<file path="src/rtl/bce_pkg.sv">
package bce_pkg;

  localparam int OPC_W    = 8;
  localparam int IDX_W    = 3;
  localparam int NUM_COND = 1 << IDX_W;
  localparam int HI_W     = 4;

  typedef enum logic [1:0] {
    GRP_NONE   = 2'd0,
    GRP_FLAG   = 2'd1,
    GRP_SIGNED = 2'd2
  } grp_e;

  typedef struct packed {
    grp_e             grp;
    logic [IDX_W-1:0] idx;
    logic             inv;
  } dec_t;

  // Base condition (inversion bit clear) for the flag-based group.
  function automatic logic flag_cond(input logic [IDX_W-1:0] idx,
                                     input logic c, input logic z,
                                     input logic n, input logic h,
                                     input logic i, input logic pin);
    logic r;
    case (idx)
      3'd0:    r = 1'b1;
      3'd1:    r = ~(c | z);
      3'd2:    r = ~c;
      3'd3:    r = ~z;
      3'd4:    r = ~h;
      3'd5:    r = ~n;
      3'd6:    r = ~i;
      default: r = ~pin;
    endcase
    return r;
  endfunction

  // Base condition for the signed-comparison group.
  function automatic logic signed_cond(input logic [IDX_W-1:0] idx,
                                       input logic z, input logic n,
                                       input logic v);
    logic ge;
    logic r;
    ge = ~(n ^ v);
    case (idx)
      3'd0:    r = ge;
      3'd1:    r = ge & ~z;
      default: r = 1'b0;
    endcase
    return r;
  endfunction

endpackage

</file>
<file path="src/rtl/bce_decode.sv">
module bce_decode
  import bce_pkg::*;
#(
  parameter logic [HI_W-1:0] HI_FLAG    = 4'h2,
  parameter logic [HI_W-1:0] HI_SIGNED  = 4'h9,
  parameter int              SIGNED_CNT = 2
) (
  input  logic [OPC_W-1:0] opcode,
  output dec_t             dec
);

  localparam logic [IDX_W:0] SCNT = (IDX_W+1)'(SIGNED_CNT);

  logic [HI_W-1:0]  hi_nib;
  logic [IDX_W-1:0] sel;
  logic             hit_flag;
  logic             hit_signed;

  assign hi_nib     = opcode[OPC_W-1:OPC_W-HI_W];
  assign sel        = opcode[IDX_W:1];
  assign hit_flag   = (hi_nib == HI_FLAG);
  assign hit_signed = (hi_nib == HI_SIGNED) && ({1'b0, sel} < SCNT);

  always_comb begin
    dec.idx = sel;
    dec.inv = opcode[0];
    if (hit_flag)        dec.grp = GRP_FLAG;
    else if (hit_signed) dec.grp = GRP_SIGNED;
    else                 dec.grp = GRP_NONE;
  end

endmodule

</file>
<file path="src/rtl/bce_flag_conds.sv">
module bce_flag_conds
  import bce_pkg::*;
(
  input  logic [IDX_W-1:0] idx,
  input  logic             c,
  input  logic             z,
  input  logic             n,
  input  logic             h,
  input  logic             i,
  input  logic             pin,
  output logic             cond
);

  logic [NUM_COND-1:0] cond_vec;

  for (genvar k = 0; k < NUM_COND; k++) begin : g_cond
    assign cond_vec[k] = flag_cond(IDX_W'(k), c, z, n, h, i, pin);
  end

  assign cond = cond_vec[idx];

  always_comb begin

    uncond_entry_chk: assert (cond_vec[0] == 1'b1);

    higher_excl_chk: assert (!(cond_vec[1] && (c || z)));
  end

endmodule

</file>
<file path="src/rtl/bce_signed_conds.sv">
module bce_signed_conds
  import bce_pkg::*;
#(
  parameter int SIGNED_CNT = 2
) (
  input  logic [IDX_W-1:0] idx,
  input  logic             z,
  input  logic             n,
  input  logic             v,
  output logic             cond
);

  logic [NUM_COND-1:0] cond_vec;

  for (genvar k = 0; k < NUM_COND; k++) begin : g_cond
    if (k < SIGNED_CNT) begin : g_live
      assign cond_vec[k] = signed_cond(IDX_W'(k), z, n, v);
    end else begin : g_dead
      assign cond_vec[k] = 1'b0;
    end
  end

  assign cond = cond_vec[idx];

  always_comb begin

    gt_implies_ge_chk: assert (!cond_vec[1] || cond_vec[0]);
  end

endmodule

</file>
<file path="src/rtl/bce_branch_eval.sv">
module bce_branch_eval
  import bce_pkg::*;
#(
  parameter logic [HI_W-1:0] HI_FLAG    = 4'h2,
  parameter logic [HI_W-1:0] HI_SIGNED  = 4'h9,
  parameter int              SIGNED_CNT = 2
) (
  input  logic [OPC_W-1:0] opcode,
  input  logic             cc_carry,
  input  logic             cc_zero,
  input  logic             cc_neg,
  input  logic             cc_ovf,
  input  logic             cc_half,
  input  logic             cc_imask,
  input  logic             irq_level,
  output logic             is_branch,
  output logic             take_branch
);

  dec_t dec;
  logic flag_hit;
  logic signed_hit;
  logic base_cond;

  bce_decode #(
    .HI_FLAG   (HI_FLAG),
    .HI_SIGNED (HI_SIGNED),
    .SIGNED_CNT(SIGNED_CNT)
  ) u_dec (
    .opcode(opcode),
    .dec   (dec)
  );

  bce_flag_conds u_flag (
    .idx (dec.idx),
    .c   (cc_carry),
    .z   (cc_zero),
    .n   (cc_neg),
    .h   (cc_half),
    .i   (cc_imask),
    .pin (irq_level),
    .cond(flag_hit)
  );

  bce_signed_conds #(
    .SIGNED_CNT(SIGNED_CNT)
  ) u_sgn (
    .idx (dec.idx),
    .z   (cc_zero),
    .n   (cc_neg),
    .v   (cc_ovf),
    .cond(signed_hit)
  );

  always_comb begin
    case (dec.grp)
      GRP_FLAG:   base_cond = flag_hit;
      GRP_SIGNED: base_cond = signed_hit;
      default:    base_cond = 1'b0;
    endcase
  end

  assign is_branch   = (dec.grp != GRP_NONE);
  assign take_branch = is_branch & (base_cond ^ dec.inv);

  always_comb begin

    gate_chk: assert (is_branch || !take_branch);

    always_taken_chk: assert (opcode != {HI_FLAG, 4'h0} || take_branch);

    pin_low_chk: assert (opcode != {HI_FLAG, 4'hE} || (take_branch == !irq_level));

    signed_tail_chk: assert (!(opcode[7:4] == HI_SIGNED && opcode[3:1] >= 3'd2) || !is_branch);
  end

endmodule

</file>
<file path="config.mk">
export PLATFORM = sky130hd
export DESIGN_NAME = bce_branch_eval
export DESIGN_NICKNAME = d
export VERILOG_FILES = /design/src/rtl/bce_pkg.sv /design/src/rtl/bce_decode.sv /design/src/rtl/bce_flag_conds.sv /design/src/rtl/bce_signed_conds.sv /design/src/rtl/bce_branch_eval.sv
export SDC_FILE = /design/constraint.sdc
export NUM_CORES = 1
export LEC_CHECK = 0
export BUFFER_PORTS_ARGS = -buffer_cell sky130_fd_sc_hd__buf_4
export CAP_MARGIN = 10
export CORE_AREA = 3 3 40 42
export DETAILED_ROUTE_END_ITERATION = 8
export DIE_AREA = 0 0 43 45
export GPL_ROUTABILITY_DRIVEN = 0
export PLACE_DENSITY_LB_ADDON = 0.12
export SLEW_MARGIN = 10
export SYNTH_ARGS = -nofsm -noshare
export SYNTH_HDL_FRONTEND = slang
export SYNTH_SLANG_ARGS = --single-unit
</file>
<file path="constraint.sdc">
create_clock -name vclk -period 1.5
set_input_delay 0.15 -clock vclk [all_inputs]
set_output_delay 0.15 -clock vclk [all_outputs]
set_load 0.01 [all_outputs]
</file>
### Word-level counts from Yosys, hierarchy flattened

Index checks and enable logic that the tools add are counted.
W data, S select, Z words.

| storage, ports and cells | value |
|---|---|
| register bits | 0 |
| bits of input ports | 15 |
| output and inout port bits | 2 |
| logic and storage cells | 28 |

| cells by class | value |
|---|---|
| magnitude comparators | 2 |
| equality and inequality tests | 4 |
| multiplexer cells | 7 |
| bitwise logic cells | 13 |
| reduce and logical (&&, ||, !) cells | 2 |

Operator list:

| kind | number |
|---|---|
| $not A1 Y1 | 8 |
| $bmux W1 S3 | 2 |
| $eq A4 B2 Y1 const B | 1 |
| $eq A4 B4 Y1 const B | 1 |
| $lt A3 B4 Y1 const B | 1 |
| $mux W2 | 2 |
| $lt A3 B2 Y1 const B | 1 |
| $and A1 B1 Y1 | 2 |
| $eq A2 B1 Y1 const B | 1 |
| $eq A2 B2 Y1 const B | 1 |
| $mux W1 | 2 |
| $pmux W1 S2 | 1 |
| $reduce_bool A2 Y1 | 1 |
| $xor A1 B1 Y1 | 2 |
| $logic_and A1 B1 Y1 | 1 |
| $or A1 B1 Y1 | 1 |

### Longest topological paths before layout

| depth | value |
|---|---|
| depth in word-level cells | 8 |
| mapped depth | 4 |
| depth with buffers taken out | 4 |

### Hierarchy

A second synthesis with hierarchy kept.

| second synthesis, totals | value |
|---|---|
| cell total of the unflattened synthesis | 27 |
| area total of the unflattened synthesis | 220.2 µm² |

By module, submodules not included:

| module | times used | cells each | area each (µm²) | sequential area each (µm²) |
|---|---|---|---|---|
| bce_branch_eval | 1 | 11 | 82.6 | 0.0 |
| bce_decode | 1 | 8 | 62.6 | 0.0 |
| bce_flag_conds | 1 | 6 | 51.3 | 0.0 |
| bce_signed_conds | 1 | 2 | 23.8 | 0.0 |

### Least setup slack after synthesis

OpenSTA, ideal clock, no wires.

| timing path | value |
|---|---|
| path kind | input to output |
| from | input port opcode[4] |
| to | output port take_branch |
| data arrival time | 1.149 ns |
| data required time | 1.350 ns |
| path slack | 0.201 ns |
| cell stages on the path | 4 |
| cells stage by stage | nor4b_2 -> a31oi_1 -> o311ai_2 -> mux2i_1 |

| on the way | value |
|---|---|
| word-level cells in the longest chain between the ends | 8 |

RTL lines:

| element | line | RTL |
|---|---|---|
| from (decl) | bce_branch_eval.sv:8 | `input logic [OPC_W-1:0] opcode,` |
| $eq A4 B4 Y1 | bce_decode.sv:22 | `assign hit_signed = (hi_nib == HI_SIGNED) && ({1'b0, sel} < SCNT);` |
| $logic_and A1 B1 Y1 | bce_decode.sv:22 |  |
| $mux W2 | bce_decode.sv:28 | `else if (hit_signed) dec.grp = GRP_SIGNED;` |
| $mux W2 (*) | bce_decode.sv:27 | `if (hit_flag) dec.grp = GRP_FLAG;` |
| $eq A2 B2 Y1 or $eq A2 B1 Y1 (tied branches) | bce_branch_eval.sv:56 | `case (dec.grp)` |
| $pmux W1 S2 | bce_branch_eval.sv:56 |  |
| $xor A1 B1 Y1 | bce_branch_eval.sv:64 | `assign take_branch = is_branch & (base_cond ^ dec.inv);` |
| $and A1 B1 Y1 (*) | bce_branch_eval.sv:64 |  |
| to (decl) | bce_branch_eval.sv:17 | `output logic take_branch` |

Every way passes the cells marked *; elsewhere a longest branch is shown, timed or not.

### Worst setup path in the final report

| timing path | value |
|---|---|
| from | input port opcode[7] |
| to | output port take_branch |

Same word-level chain as after synthesis.

==> metrics <==
part of the power in registers 0%; CP max stage delay 280 ps; mux share of post-synthesis cell area 22.2%; instance count along the most critical hold path 4; Routed Wire Length 598 um; number of detailed-routing iterations run before antenna repair 1; total nets after synthesis 35; number of global-route vias before repair 238; ratio of final minimum period to clock period between 90% and 100%; xor and xnor area share after synthesis 4.86%; Worst-Margin Slew around 250 ps; count of yosys warnings during synthesis 0; total power 92.9 uW; maximum resistive drop on vdd between 0.06 and 0.07 mV; drt drc 0; final max-slew violation count 0; core box area roughly 0.0013 mm2; Worst Hold Endpoint is_branch; Chip Width 43 um; commonest cells after routing, fill and taps aside 18 x sky130_fd_sc_hd__buf_4, 4 x sky130_fd_sc_hd__mux2i_1, 3 x sky130_fd_sc_hd__buf_6; proportion of layout cells with a drive suffix above 1 64.3%; reported leakage power 0.000194 uW; total non-filler cell area in the finished layout 400 um2; global-route usage over all layers ~6.5%; number of hold violations in the final report 0; Boundary Pins 17; GRT Residual Overflow 0; routed via count about 240; Setup violations, final 0; minimum clock period after layout 1460 ps; top fanout value on the critical path 2; Setup Slack @ Placement -32.9 ps; layout-stage area growth over the synthesis result 122%; initial antenna violation count 0; most common cell after layout, fill and taps aside sky130_fd_sc_hd__buf_4; total negative slack 0 ps; endpoint kind of the worst setup timing path output port; share of total power in the clock network 0%; global-route wire length before repair 1030 um; Arr. time, crit path 1310 ps; Seq/Total Area, Yosys 0%; switching share of total power around 35%; number of distinct library cells after synthesis 15; mean post-synth cell area between 9 and 10 um2; maximum number of pins on one net before global-route repair 6; Synth Area in Compound Gates 22.2%; Layout Nets 59; Die Y-Extent 45 um; classification of the worst-slack hold path in2out; power share of the combinational group 100.0%; critical path type in2out; area of the die 0.00194 mm2; RSZ-0062 raised after global routing yes; gate count after technology mapping 20; post-route core utilization 31.2%; number of maximum-capacitance constraint violations 0; dominant combinational cell family by area after synthesis simple AND/OR/NAND/NOR gates; final setup margin 39.3 ps; startpoint type of the worst setup path primary input; required time at the endpoint of the critical path ~1400 ps; internal cell power 60.8 uW; Starting Density approximately 14%; number of flip-flops and latches 0; count of input and output buffers 17; number of clock-tree buffers in the layout 0; sequential cell area 0 um2; worst hold path startpoint opcode[6]; Rows 13; Max Clock Freq ~700 MHz; switching power total ~32 uW; Final HPWL DP 520 um; Post-Synth Adder-Cell Area 0%; Critical Path Start opcode[7]; drt initial violations 0; outcome complete, no violations; CP cell instances buf_8 -> nor4b_4 -> buf_4 -> mux2i_1 -> o311ai_2 -> mux2i_1 -> buf_4; number of nets still failing antenna checks after routing 0; total inserted antenna cells 0; number of vias per cell 4.16; Slew headroom 83.6%; ratio of total power to cell area about 230 mW/mm2; netlist area before placement about 180 um2; area of placed instances roughly 360 um2; critical-path cell with the highest stage delay sky130_fd_sc_hd__nor4b_4; WL/cell roughly 10 um; simple-gate share of the synthesized area 46.5%
[stage by stage]
step / hold WS (ps) / instances
4_1_cts: 653 / 56
2_1_floorplan: 346 / 20
5_1_grt: 673 / 57
3_5_place_dp: 664 / 56
3_3_place_gp: 660 / 56
6_report: 653 / 57
[power by group through the flow]
stage                     clock network [uW]  logic (uW)  registers [uW]
final                                      0        92.9               0
after floorplan                            0        29.6               0
after detailed placement                   0        81.7               0
after CTS                                  0        86.0               0
after global routing                       0         102               0
after global placement                     0        80.9               0
[what timing repair did]
item / in CTS / in global routing
resized for setup: 2 / 5
gates cloned: 0 / 0
pin swaps: 2 / 4
buffers inserted: 0 / 1
hold buffers: 0 / 0
setup endpoints to repair: 1 / 1
[critical path, delay by kind of cell]
kind / cells / cell delay (ps)
buffers and inverters: 3 / 390
multiplexers: 2 / 370
AND/OR/NAND/NOR: 1 / 280
AO/OA/AOI/OAI: 1 / 130
[how the worst max path moves through the flow]
stage	end	slack, ps
after floorplan	take_branch	200
after global placement	take_branch	2
after detailed placement	take_branch	-30
after CTS	take_branch	10
after global routing	take_branch	-40
final	take_branch	40
[synth_stat cells]
cell | count | share of area, %
sky130_fd_sc_hd__nand2_1 | 1 | 2.1
sky130_fd_sc_hd__o22a_1 | 1 | 4.9
sky130_fd_sc_hd__nor2b_1 | 1 | 3.5
sky130_fd_sc_hd__o311ai_2 | 1 | 9.0
sky130_fd_sc_hd__a31oi_1 | 1 | 3.5
sky130_fd_sc_hd__and4bb_2 | 1 | 6.9
sky130_fd_sc_hd__nor3b_1 | 1 | 4.2
sky130_fd_sc_hd__or3b_1 | 1 | 4.9
sky130_fd_sc_hd__or2b_1 | 1 | 4.2
sky130_fd_sc_hd__xor2_1 | 1 | 4.9
sky130_fd_sc_hd__a21o_2 | 1 | 4.9
sky130_fd_sc_hd__nand3b_1 | 1 | 4.2
sky130_fd_sc_hd__mux2i_1 | 4 | 22
sky130_fd_sc_hd__nor4b_2 | 2 | 17
sky130_fd_sc_hd__inv_1 | 2 | 4.2
[logic make-up (layout without fill, tap and decap cells)]
kind of cell | after synthesis | after routing
simple gates | 9 | 9
compound gates | 4 | 4
mux | 4 | 4
buf+inv | 2 | 24
xor+xnor | 1 | 1
[layer usage]
metal / up-vias / track usage (%) / wire, um
met4: 0 / 0 / 0
met5: - / 0 / 0
met1: 106 / 9.05 / 268
met2: 8 / 11.1 / 291
li1: 123 / - / -
met3: 0 / 1.20 / 38
[layout make-up]
class | count | area [um2]
Fill cell | 141 | 885
Multi-Input combinational cell | 18 | 190
Timing Repair Buffer | 22 | 184
Tap cell | 15 | 18.8
Inverter | 2 | 7.51
Note: power is estimated with default switching activity, not from simulation.
